==> src/rtl/sh_issue_pkg.sv <==
package sh_issue_pkg;

  typedef enum logic [1:0] {
    OP_NOP = 2'd0,
    OP_SFU = 2'd1,
    OP_MUL = 2'd2,
    OP_TEX = 2'd3
  } op_cls_e;

  localparam logic [1:0] SEL_REG = 2'd0;
  localparam logic [1:0] SEL_SFU = 2'd1;
  localparam logic [1:0] SEL_FWD = 2'd2;

  typedef struct packed {
    logic    live;
    op_cls_e cls;
    logic    sfu_src;
    logic    tex_mod;
  } op_info_t;

  localparam op_info_t NO_OP = '{live: 1'b0, cls: OP_NOP, sfu_src: 1'b0, tex_mod: 1'b0};

endpackage

==> src/rtl/sh_cand_decode.sv <==
module sh_cand_decode
  import sh_issue_pkg::*;
#(
  parameter int NCH = 4,
  parameter int CW  = $clog2(NCH + 1)
) (
  input  logic           vld,
  input  logic [1:0]     cls,
  input  logic [NCH-1:0] mask,
  input  logic           sfu_src,
  input  logic           tex_mod,
  output op_info_t       info,
  output logic [CW-1:0]  cnt
);

  logic [CW-1:0] pop;

  always_comb begin
    pop = '0;
    for (int i = 0; i < NCH; i++) begin
      pop = pop + CW'(mask[i]);
    end
  end

  always_comb begin
    info.cls     = op_cls_e'(cls);
    info.live    = vld && (cls != OP_NOP);
    info.sfu_src = sfu_src;
    info.tex_mod = tex_mod;
    // the special function is scalar and lives outside the multiply channels
    cnt = (info.cls == OP_SFU) ? '0 : pop;
  end

endmodule

==> src/rtl/sh_pair_rules.sv <==
module sh_pair_rules
  import sh_issue_pkg::*;
#(
  parameter int NCH         = 4,
  parameter int CW          = $clog2(NCH + 1),
  parameter int SFU_MUL_MAX = 3
) (
  input  op_cls_e       cls0,
  input  logic [CW-1:0] cnt0,
  input  op_cls_e       cls1,
  input  logic [CW-1:0] cnt1,
  output logic          pair_ok
);

  localparam logic [CW:0] BUDGET   = (CW+1)'(NCH);
  localparam logic [CW:0] SFU_MLIM = (CW+1)'(SFU_MUL_MAX);

  logic [CW:0] sum;
  logic        has_sfu, has_mul, has_tex, two_mul, two_sfu, two_tex;
  logic [CW:0] mul_cnt;

  always_comb begin
    sum     = {1'b0, cnt0} + {1'b0, cnt1};
    has_sfu = (cls0 == OP_SFU) || (cls1 == OP_SFU);
    has_mul = (cls0 == OP_MUL) || (cls1 == OP_MUL);
    has_tex = (cls0 == OP_TEX) || (cls1 == OP_TEX);
    two_mul = (cls0 == OP_MUL) && (cls1 == OP_MUL);
    two_sfu = (cls0 == OP_SFU) && (cls1 == OP_SFU);
    two_tex = (cls0 == OP_TEX) && (cls1 == OP_TEX);
    mul_cnt = (cls0 == OP_MUL) ? {1'b0, cnt0} : {1'b0, cnt1};

    pair_ok = 1'b0;
    if (two_mul)                 pair_ok = (sum <= BUDGET);
    else if (two_sfu || two_tex) pair_ok = 1'b0;
    else if (has_sfu && has_mul) pair_ok = (mul_cnt <= SFU_MLIM);
    else if (has_sfu && has_tex) pair_ok = 1'b1;
  end

endmodule

==> src/rtl/sh_hold_reg.sv <==
module sh_hold_reg
  import sh_issue_pkg::*;
#(
  parameter int NCH = 4,
  parameter int CW  = $clog2(NCH + 1)
) (
  input  logic          clk,
  input  logic          rst,
  input  logic          load,
  input  op_info_t      load_info,
  input  logic [CW-1:0] load_cnt,
  output logic          held,
  output op_info_t      held_info,
  output logic [CW-1:0] held_cnt
);

  always_ff @(posedge clk) begin
    if (rst) begin
      held      <= 1'b0;
      held_info <= NO_OP;
      held_cnt  <= '0;
    end else if (load) begin
      held      <= 1'b1;
      held_info <= load_info;
      held_cnt  <= load_cnt;
    end else begin
      held      <= 1'b0;
      held_info <= NO_OP;
      held_cnt  <= '0;
    end
  end

endmodule

==> src/rtl/sh_chan_alloc.sv <==
module sh_chan_alloc
  import sh_issue_pkg::*;
#(
  parameter int NCH = 4,
  parameter int CW  = $clog2(NCH + 1)
) (
  input  logic             go0,
  input  logic             go1,
  input  op_info_t         info0,
  input  logic [CW-1:0]    cnt0,
  input  op_info_t         info1,
  input  logic [CW-1:0]    cnt1,
  output logic [NCH-1:0]   en,
  output logic [NCH-1:0]   mul,
  output logic [NCH-1:0]   own,
  output logic [2*NCH-1:0] sel
);

  logic [CW:0] lo1, hi1;
  logic        sfu_with0, sfu_with1;

  always_comb begin
    lo1       = go0 ? {1'b0, cnt0} : '0;
    hi1       = lo1 + (go1 ? {1'b0, cnt1} : '0);
    // a partner special function makes its result available to the other op
    sfu_with0 = go1 && (info1.cls == OP_SFU);
    sfu_with1 = go0 && (info0.cls == OP_SFU);
  end

  for (genvar i = 0; i < NCH; i++) begin : g_ch
    localparam logic [CW:0] IDX = (CW+1)'(i);
    logic     in0, in1, sfu_ok;
    op_info_t owner;

    always_comb begin
      in0    = go0 && (IDX < lo1);
      in1    = go1 && (IDX >= lo1) && (IDX < hi1);
      owner  = in1 ? info1 : info0;
      sfu_ok = owner.sfu_src && (in1 ? sfu_with1 : sfu_with0);

      en[i]          = in0 || in1;
      own[i]         = in1;
      mul[i]         = 1'b0;
      sel[2*i +: 2]  = SEL_REG;
      if (in0 || in1) begin
        if (owner.cls == OP_MUL) begin
          mul[i]        = 1'b1;
          sel[2*i +: 2] = sfu_ok ? SEL_SFU : SEL_REG;
        end else if (owner.cls == OP_TEX) begin
          mul[i]        = owner.tex_mod;
          sel[2*i +: 2] = !owner.tex_mod ? SEL_FWD : (sfu_ok ? SEL_SFU : SEL_REG);
        end
      end
    end
  end

endmodule

==> src/rtl/sh_coissue_dispatch.sv <==
module sh_coissue_dispatch
  import sh_issue_pkg::*;
#(
  parameter int NCH         = 4,
  parameter int SFU_MUL_MAX = 3
) (
  input  logic             clk,
  input  logic             rst,
  input  logic             a_vld,
  input  logic [1:0]       a_cls,
  input  logic [NCH-1:0]   a_mask,
  input  logic             a_sfu_src,
  input  logic             a_tex_mod,
  input  logic             b_vld,
  input  logic [1:0]       b_cls,
  input  logic [NCH-1:0]   b_mask,
  input  logic             b_sfu_src,
  input  logic             b_tex_mod,
  output logic [1:0]       iss_vld,
  output logic [1:0]       iss0_cls,
  output logic [1:0]       iss1_cls,
  output logic [NCH-1:0]   ch_en,
  output logic [NCH-1:0]   ch_mul,
  output logic [NCH-1:0]   ch_own,
  output logic [2*NCH-1:0] ch_sel,
  output logic             tex_vld,
  output logic             stall
);

  localparam int CW = $clog2(NCH + 1);
  localparam int NC = 2;

  logic [NC-1:0]      c_vld, c_sfu, c_mod;
  logic [1:0]         c_cls  [NC];
  logic [NCH-1:0]     c_mask [NC];
  op_info_t           c_info [NC];
  logic [CW-1:0]      c_cnt  [NC];

  assign c_vld  = {b_vld, a_vld};
  assign c_sfu  = {b_sfu_src, a_sfu_src};
  assign c_mod  = {b_tex_mod, a_tex_mod};
  assign c_cls[0]  = a_cls;
  assign c_cls[1]  = b_cls;
  assign c_mask[0] = a_mask;
  assign c_mask[1] = b_mask;

  for (genvar g = 0; g < NC; g++) begin : g_dec
    sh_cand_decode #(.NCH(NCH), .CW(CW)) u_dec (
      .vld     (c_vld[g]),
      .cls     (c_cls[g]),
      .mask    (c_mask[g]),
      .sfu_src (c_sfu[g]),
      .tex_mod (c_mod[g]),
      .info    (c_info[g]),
      .cnt     (c_cnt[g])
    );
  end

  logic          held;
  op_info_t      held_info;
  logic [CW-1:0] held_cnt;
  op_info_t      p0_info, p1_info;
  logic [CW-1:0] p0_cnt, p1_cnt;
  logic          rules_ok, go0, go1, load;

  // choose the operations that compete this cycle
  always_comb begin
    p0_info = NO_OP;
    p0_cnt  = '0;
    p1_info = NO_OP;
    p1_cnt  = '0;
    if (held) begin
      p0_info = held_info;
      p0_cnt  = held_cnt;
    end else if (c_info[0].live) begin
      p0_info = c_info[0];
      p0_cnt  = c_cnt[0];
      p1_info = c_info[1];
      p1_cnt  = c_cnt[1];
    end else begin
      p0_info = c_info[1];
      p0_cnt  = c_cnt[1];
    end
  end

  sh_pair_rules #(.NCH(NCH), .CW(CW), .SFU_MUL_MAX(SFU_MUL_MAX)) u_rules (
    .cls0    (p0_info.cls),
    .cnt0    (p0_cnt),
    .cls1    (p1_info.cls),
    .cnt1    (p1_cnt),
    .pair_ok (rules_ok)
  );

  always_comb begin
    go0  = p0_info.live;
    go1  = p0_info.live && p1_info.live && rules_ok;
    load = p0_info.live && p1_info.live && !rules_ok;
  end

  sh_hold_reg #(.NCH(NCH), .CW(CW)) u_hold (
    .clk       (clk),
    .rst       (rst),
    .load      (load),
    .load_info (p1_info),
    .load_cnt  (p1_cnt),
    .held      (held),
    .held_info (held_info),
    .held_cnt  (held_cnt)
  );

  logic [NCH-1:0]   n_en, n_mul, n_own;
  logic [2*NCH-1:0] n_sel;

  sh_chan_alloc #(.NCH(NCH), .CW(CW)) u_alloc (
    .go0   (go0),
    .go1   (go1),
    .info0 (p0_info),
    .cnt0  (p0_cnt),
    .info1 (p1_info),
    .cnt1  (p1_cnt),
    .en    (n_en),
    .mul   (n_mul),
    .own   (n_own),
    .sel   (n_sel)
  );

  always_ff @(posedge clk) begin
    if (rst) begin
      iss_vld  <= '0;
      iss0_cls <= '0;
      iss1_cls <= '0;
      ch_en    <= '0;
      ch_mul   <= '0;
      ch_own   <= '0;
      ch_sel   <= '0;
      tex_vld  <= 1'b0;
      stall    <= 1'b0;
    end else begin
      iss_vld  <= {go1, go0};
      iss0_cls <= go0 ? p0_info.cls : OP_NOP;
      iss1_cls <= go1 ? p1_info.cls : OP_NOP;
      ch_en    <= n_en;
      ch_mul   <= n_mul;
      ch_own   <= n_own;
      ch_sel   <= n_sel;
      tex_vld  <= (go0 && p0_info.cls == OP_TEX) || (go1 && p1_info.cls == OP_TEX);
      stall    <= load;
    end
  end

endmodule

==> config.mk <==
export PLATFORM = sky130hd
export DESIGN_NAME = sh_coissue_dispatch
export DESIGN_NICKNAME = d
export VERILOG_FILES = /design/src/rtl/sh_issue_pkg.sv /design/src/rtl/sh_cand_decode.sv /design/src/rtl/sh_pair_rules.sv /design/src/rtl/sh_hold_reg.sv /design/src/rtl/sh_chan_alloc.sv /design/src/rtl/sh_coissue_dispatch.sv
export SDC_FILE = /design/constraint.sdc
export NUM_CORES = 1
export LEC_CHECK = 0
export CORE_UTILIZATION = 40
export DETAILED_ROUTE_END_ITERATION = 16
export DONT_BUFFER_PORTS = 1
export GPL_TIMING_DRIVEN = 0
export PLACE_DENSITY = 0.59
export SETUP_SLACK_MARGIN = 0.15
export SYNTH_ARGS = -nofsm -noshare
export SYNTH_HDL_FRONTEND = slang
export SYNTH_HIERARCHICAL = 1
export SYNTH_SLANG_ARGS = --single-unit
==> constraint.sdc <==
create_clock -name clk -period 6.31 [get_ports clk]
set_input_delay 1.5775 -clock clk [delete_from_list [all_inputs] [get_ports clk]]
set_output_delay 1.5775 -clock clk [all_outputs]
set_load 0.005 [all_outputs]
**Word level (Yosys, flattened, before mapping)**

Cells that the tools add are included.

- Logic and storage cells: 165
- Input port bits: 20
- Output and inout port bits: 28
- Bits in registers: 37

- Bitwise logic cells: 7
- Add/subtract/negate cells: 8
- Eq/ne operators: 16
- Multiplexer cells: 50
- Order comparisons: 14
- Reductions and logical operators: 49

Operators by type and width:

| kind | count |
|---|---|
| logical AND 1 bit | 30 |
| 2-to-1 mux 3 bit | 9 |
| equality test 2 bit, second input constant | 12 |
| 2-to-1 mux 2 bit | 12 |
| 2-to-1 mux 1 bit | 21 |
| 2-to-1 mux 5 bit | 4 |
| less-than comparator 1 x 4 -> 1 bit, first input constant | 4 |
| less-than comparator 2 x 4 -> 1 bit, first input constant | 4 |
| 2-to-1 mux 4 bit | 4 |
| OR reduction 2 bit | 7 |
| adder 3 x 1 -> 3 bit | 4 |
| logical OR 1 bit | 9 |
| equality test 2 x 1 -> 1 bit, second input constant | 4 |
| >= comparator 1 x 4 -> 1 bit, first input constant | 2 |
| >= comparator 2 x 4 -> 1 bit, first input constant | 2 |
| NOT 1 bit | 7 |
| adder 1 x 1 -> 2 bit | 2 |
| adder 3 x 3 -> 4 bit | 1 |
| adder 4 bit | 1 |
| less-or-equal comparator 4 x 2 -> 1 bit, second input constant | 1 |
| less-or-equal comparator 4 x 3 -> 1 bit, second input constant | 1 |
| nonzero test 2 bit | 2 |
| logical NOT 1 bit | 1 |

**Logic depth before layout (Yosys ltp)**

Gate-level depths: netlist (run 1).

- Word-level depth: 22
- Gate-level depth with buffers: 22
- Depth with buffers taken out: 20

**By module**

Netlist (run 1), hierarchy kept.

Modules (own cells, without submodules):

| module | area each (um^2) | sequential area each (um^2) | cells each | times used |
|---|---|---|---|---|
| sh_coissue_dispatch | 1,047.3 | 560.5 | 101 | 1 |
| sh_chan_alloc | 580.6 | 0.0 | 83 | 1 |
| sh_hold_reg | 256.5 | 180.2 | 18 | 1 |
| sh_cand_decode | 117.6 | 0.0 | 12 | 2 |
| sh_pair_rules | 148.9 | 0.0 | 21 | 1 |

**Worst setup path after synthesis (run 1)**

OpenSTA, ideal clock, no wires.

- Kind: input -> register
- From: input port b_mask[0]
- To: register ch_own[0]
- Data required time: 6,182 ps
- Arrival time: 6,288 ps
- Path slack: -106 ps
- Library setup time: 128 ps
- Cell stages on the path: 20
- Path buffers: 2
- Cell sequence: fa_1 > ha_1 > ha_1 > and2_4 > mux2i_1 > o21ai_0 > ha_1 > nand3_1 > nor2_1 > or4_1 > a31oi_1 > and3_1 > buf_2 > and2_1 > ha_1 > fa_1 > o41ai_2 > nor2b_1 > buf_4 > nor2b_1

RTL lines:

| item | RTL line | RTL |
|---|---|---|
| start: declaration | sh_coissue_dispatch.sv:16 | `input logic [NCH-1:0] b_mask,` |
| end signal: assignment | sh_coissue_dispatch.sv:144 | `ch_own <= n_own;` |
| end: declaration | sh_coissue_dispatch.sv:24 | `output logic [NCH-1:0] ch_own,` |

==> impl_metrics.toml, run 1 <==
[run_status]
status = "finished clean"

[yosys]
ys_types = 57
synth_edf_count = 0
synth-xor-area-share_pct = 0.386
synth_top_family_by_area = "simple AND/OR/NAND/NOR gates"
synth-async-reset-ratio_pct = 0
synthMuxAreaShare_pct = 3.09
synth-simple-area-share_pct = 32.2
synthFlopType = "dfxtp_1"
yosysWarnings = 6
synthAdderAreaFrac_pct = 8.49
syn_nets = 280
synthTopCellsByCount = "dfxtp_1, nor2b_1, nand2_1"
synth_area_um2 = 2270
ys_seq_elements = 37
synth_area_leaders = "dfxtp_1, nor2b_1, ha_1, and2_1, buf_4"
yosysSeqAreaShare_pct = 32.7
netlist.area_leader.share_pct = 32.7
yosysTopAreaCell = "dfxtp_1"
synth_most_common_cell = "dfxtp_1"
syn_inst = 247
synth_compound_area_share_pct = 15.5
syn_area_per_cell_um2 = 9.18

[routing]
antenna_left = 0
drt-initial-drc-count = 88
routed_wl_um = 4530
vias = 1711
wire_per_inst_um = 13.7
via_per_inst = 5.17
route.detailed.drc = 0
drt-pass1-iter-count = 4

[critical_path]
path_cells = "fa_1 -> ha_1 -> ha_1 -> and2_1 -> mux2i_1 -> o21ai_2 -> ha_1 -> a21oi_1 -> nor2_1 -> or4_4 -> a31oi_4 -> and3_1 -> buf_6 -> and2_1 -> ha_2 -> fa_2 -> o41ai_4 -> nor2b_1 -> buf_4 -> nor2b_1"
reg2reg_depth = 15
cp.depth = 20
cpPeakStageDelay_ns = 0.52
crit_fanout = 9
crit_family = "adder cells"
startpoint_type = "input pin"
arrival_ns = 6.13
critical_path_class = "input pin to register"
cp_slowest_cell = "fa_2"
path_buf_inv = 2
required_ns = 6.48
critical_path.most_common_cell = "ha_1"
critPathCaptureType = "register"

[sta]
fmax_mhz = 168
finalMaxSlewViolations = 0
min_period_ns = 5.97
holdWs_ns = 0.540
slew_headroom_pct = 40.0
tightest_slew_ns = 0.891
finalClockSkew_ns = 0.00545
rsz0062_at_grt = "false"
finalSetupViolations = 0
hold_violations = 0
fin_crit_sh_pct = 94.6

[place]
place.gp.congestion = 0.831
portBuffers = 0
placed_area_um2 = 2360
place_inst = 319
dp_hpwl_um = 3410

[finish]
num_antenna_cells = 0
fin_cells = 331
final_nets = 291
nFillCells = 547
drive_above_1_share_pct = 21.2
final_util_pct = 46.6
syn_to_final_growth_pct = 12.4
finalInstanceArea_um2 = 2550

[clocking]
cts-buffers-inserted = 5
cts_hold_buf = 0
htreeDepth = 2
worstSkewPairLatency_ns = 0.29
clk_pin_slew_ns = 0.07
cts_root_buf = "clkbuf_8"
cts_tree = "done"
cts.sinks = 37
clockBufferDepth = 2

[run]
cap_violations = 0

[power]
irDropWorstVdd_mv = 0.0813
p_leak_nw = 1.05
p_per_area_nw_per_um2 = 205

[hold_path]
holdPathStages = 2
hold_class = "register to register"

[floorplanning]
die_area_um2 = 5980
die_h_um = 77.3
die_w_um = 77.3
rows = 27
start_util_pct = 41.4
ios = 48
core_um2 = 5470

[grt]
antenna_found_initial = 0
grt_use_total_pct = 16.0
grt_pass1_vias = 1581
grt_max_degree = 17
grt_remaining_overflow = 0
grt_pass1_wl_um = 7570
==> stage by stage <==
stage	setup slack [ns]	TNS, ns	power (mW)
final	0.343	0	0.523
after global routing	0.119	0	0.551
after CTS	0.124	0	0.518
after detailed placement	-0.445	-5.03	0.356
after global placement	-0.412	-4.53	0.354
after floorplan	0.193	0	0.334
==> cell families (layout without fill, tap and decap cells) <==
| group | Yosys count | after routing |
|---|---|---|
| simple gates | 114 | 114 |
| compound gates | 47 | 47 |
| fa+ha+maj | 13 | 13 |
| flops | 37 | 37 |
| xor+xnor | 1 | 1 |
| buf+inv | 28 | 40 |
| mux | 7 | 7 |
==> flip-flops by register name (all words and copies together) (netlist names) <==
signal,flops
u_hold/held,1
u_hold/held_cnt,3
u_hold/held_info,5
iss1_cls,2
tex_vld,1
iss0_cls,2
ch_own,4
ch_mul,4
ch_en,4
stall,1
ch_sel,8
iss_vld,2
==> final cells by class <==
type                       count  area, um^2  area share (%)
timing repair buffer           4        30.0            1.18
clock buffer                   5        68.8            2.70
multi-input combinational    182        1420            55.7
buffer                        19         148            5.79
inverter                       9        33.8            1.32
tap                           72        90.1            3.53
clock inverter                 3        17.5           0.687
sequential                    37         741            29.0
==> what timing repair did <==
item,in CTS,in global routing
cloned,0,0
setup buffers,0,4
gates resized for setup,5,11
endpoints found under the setup margin,17,19
pin swaps,2,6
==> worst min-delay path, stage by stage (launching register included) <==
cell     delay [ns]
dfxtp_1        0.32
nand3_1        0.09
a31oi_2        0.09
==> layer usage <==
metal  GRT usage [%]  vias up  share of wire [%]
li1                -      869                  -
met1            21.3      806                 48
met2            25.7       31                 47
met3            3.57        5                3.5
met4            5.09        0                1.2
met5               0        -                  0
==> worst paths after layout <==
path / from / end / slack, ns
worst max-delay path: a_mask[0] / ch_own[0] / 0.34
worst max register to register: u_hold/held / ch_own[0] / 1.96
worst min register to register: u_hold/held_info[3] / iss0_cls[1] / 0.54
worst min-delay path: u_hold/held_info[3] / iss0_cls[1] / 0.54
==> placed cells by master (no fill, tap or decap), types with 5 or more instances in the layout <==
cell type | Yosys | layout
nor2b_1 | 27 | 27
mux2i_1 | 7 | 7
ha_1 | 9 | 8
o21ai_0 | 9 | 5
and3b_1 | 10 | 10
clkbuf_8 | 0 | 5
dfxtp_1 | 37 | 37
nand2_1 | 22 | 22
and2_1 | 16 | 16
nor2_1 | 7 | 7
o22ai_1 | 7 | 7
o32ai_1 | 5 | 5
inv_1 | 9 | 9
buf_4 | 12 | 16
==> power breakdown <==
group | internal [mW] | switching, mW | total (mW)
logic | 0.0535 | 0.0682 | 0.122
registers | 0.240 | 0.00290 | 0.243
clock network | 0.0761 | 0.0824 | 0.158
Power figures use the tool's default switching activity.
==> inputs of run 2 (changes only) <==
--- a/config.mk
+++ b/config.mk
@@ -5,11 +5,11 @@
 export SDC_FILE = /design/constraint.sdc
 export NUM_CORES = 1
 export LEC_CHECK = 0
-export CORE_UTILIZATION = 40
+export CORE_UTILIZATION = 49
 export DETAILED_ROUTE_END_ITERATION = 16
 export DONT_BUFFER_PORTS = 1
 export GPL_TIMING_DRIVEN = 0
-export PLACE_DENSITY = 0.59
+export PLACE_DENSITY = 0.69
 export SETUP_SLACK_MARGIN = 0.15
 export SYNTH_ARGS = -nofsm -noshare
 export SYNTH_HDL_FRONTEND = slang
==> impl_metrics.toml, run 2 (synthesis results as in run 1) <==
[critical_path]
critPathCaptureType = "register"
reg2reg_depth = 20
path_cells = "fa_1 -> ha_1 -> ha_1 -> and2_1 -> mux2i_1 -> o21ai_2 -> ha_1 -> a21oi_2 -> nor2_1 -> or4_4 -> a31oi_4 -> and3_1 -> clkbuf_4 -> and2_1 -> ha_2 -> fa_2 -> o41ai_4 -> nor2b_1 -> buf_4 -> nor2b_1"
critical_path.most_common_cell = "ha_1"
required_ns = 6.47
r2r_start = "u_hold/held"
cp_slowest_cell = "fa_2"
crit_fanout = 9
rr_endpoint = "ch_sel[6]"
cpPeakStageDelay_ns = 0.52
arrival_ns = 6.10
startpoint_type = "input pin"
critical_path_class = "input pin to register"
ff2ff_setup_slack_ns = 1.93

[clocking]
cts_hold_buf = 0
cts_tree = "done"
cts-buffers-inserted = 5
cts_root_buf = "clkbuf_8"
cts.sinks = 37
clk_pin_slew_ns = 0.07
clockBufferDepth = 2
htreeDepth = 2
worstSkewPairLatency_ns = 0.29

[power]
p_int_mw = 0.424
netSwitchingPower_mw = 0.151
irDropWorstVdd_mv = 0.0798
clkPwrFrac_pct = 36.4
p_leak_nw = 1.07
combPwrFrac_pct = 21.4
p_per_area_nw_per_um2 = 224
swShare_pct = 26.3
pwr-share-seq_pct = 42.2

[grt]
grt_pass1_vias = 1659
grt_remaining_overflow = 0
grt_use_total_pct = 19.5
grt_pass1_wl_um = 7660
antenna_found_initial = 0
grt_max_degree = 17

[sta]
min_period_ns = 5.93
finalClockSkew_ns = 0.00479
rsz0062_at_grt = "true"
worst_slack_ns = 0.377
finalSetupViolations = 0
tightest_slew_ns = 0.903
hold_violations = 0
holdWs_ns = 0.543
fin_crit_sh_pct = 94.0
finalMaxSlewViolations = 0
slew_headroom_pct = 39.2
fmax_mhz = 169

[place]
dp_hpwl_um = 3250
portBuffers = 0
place_inst = 299
place_ws_ns = -0.389
place.gp.congestion = 0.798

[floorplanning]
ios = 48
core_um2 = 4410
die_area_um2 = 4910
die_h_um = 70.0
start_util_pct = 51.4
die_w_um = 70.0
rows = 24

[hold_path]
min_from = "u_hold/held_info[3]"
hold_class = "register to register"
worstHoldEndpoint = "iss0_cls[1]"
holdPathStages = 2

[routing]
route.detailed.drc = 0
drt-met1-wl_um = 2060
via_per_inst = 5.52
wl_met2_um = 2050
wl_met3_um = 139
drt-pass1-iter-count = 4
routed_wl_um = 4310
antenna_left = 0
top_layer_used = "met4"
wire_per_inst_um = 13.8
drt-initial-drc-count = 115
vias = 1722

[finish]
nFillCells = 399
fin_cells = 312
regMostFlops = "ch_sel"
top_regs = "ch_sel (8), u_hold/held_info (5)"
final_util_pct = 58.0
final_cell_mix = "dfxtp_1, nor2b_1, nand2_1"
num_antenna_cells = 0
largest_reg_flops = 8
layout_commonest_cell = "dfxtp_1"
drive_above_1_share_pct = 21.5
syn_to_final_growth_pct = 13.0
final_nets = 292

[run_status]
status = "finished clean"

[run]
cap_violations = 0
## run 2: worst max path at each step
| stage | startpoint | to | slack (ns) | depth (start not counted) |
|---|---|---|---|---|
| after floorplan | b_mask[0] | ch_own[0] | 0.19 | 20 |
| after global placement | a_mask[0] | ch_own[0] | -0.38 | 20 |
| after detailed placement | b_mask[0] | ch_own[0] | -0.39 | 20 |
| after CTS | a_mask[0] | ch_own[0] | 0.13 | 20 |
| after global routing | a_mask[0] | ch_own[0] | 0.13 | 20 |
| final | a_mask[0] | ch_own[0] | 0.38 | 20 |
## run 2: metal layers
| layer | up-vias | GRT usage (%) |
|---|---|---|
| li1 | 874 | - |
| met1 | 810 | 26.5 |
| met2 | 32 | 30.4 |
| met3 | 6 | 3.32 |
| met4 | 0 | 8.67 |
| met5 | - | 0 |
## run 2: worst max-delay path, delay by kind of cell
family / cells / cell delay, ns
fa+ha+maj: 6 / 1.96
simple gates: 7 / 1.19
compound gates: 4 / 0.88
buf+inv: 2 / 0.32
mux: 1 / 0.19
## run 2: final cells by class
class	instances	area, um^2	share of cell area (%)
multi-input combinational	182	1420	55.5
buffer	19	144	5.62
clock buffer	6	82.6	3.22
inverter	9	33.8	1.32
sequential	37	741	28.9
clock inverter	2	37.5	1.46
timing repair buffer	5	37.5	1.46
tap	52	65.1	2.54
## run 2: power by group through the flow
| stage | registers (mW) | logic (mW) | clock network (mW) |
|---|---|---|---|
| after detailed placement | 0.248 | 0.107 | 0 |
| after CTS | 0.243 | 0.112 | 0.215 |
| after global placement | 0.248 | 0.105 | 0 |
| after global routing | 0.243 | 0.139 | 0.223 |
| final | 0.242 | 0.123 | 0.209 |
| after floorplan | 0.248 | 0.0861 | 0 |
## run 2: per-stage QoR
stage / setup TNS (ns) / total power, mW / instance area (um^2)
6_report: 0 / 0.575 / 2560
3_3_place_gp: -4.03 / 0.353 / 2340
5_1_grt: 0 / 0.605 / 2560
2_1_floorplan: 0 / 0.334 / 2270
4_1_cts: 0 / 0.569 / 2500
3_5_place_dp: -4.37 / 0.355 / 2340
## run 2: what timing repair did
action                                  CTS  global route
pin swaps                                 2             5
gates resized for setup                   5             9
setup buffers                             1             4
endpoints found under the setup margin   18            18
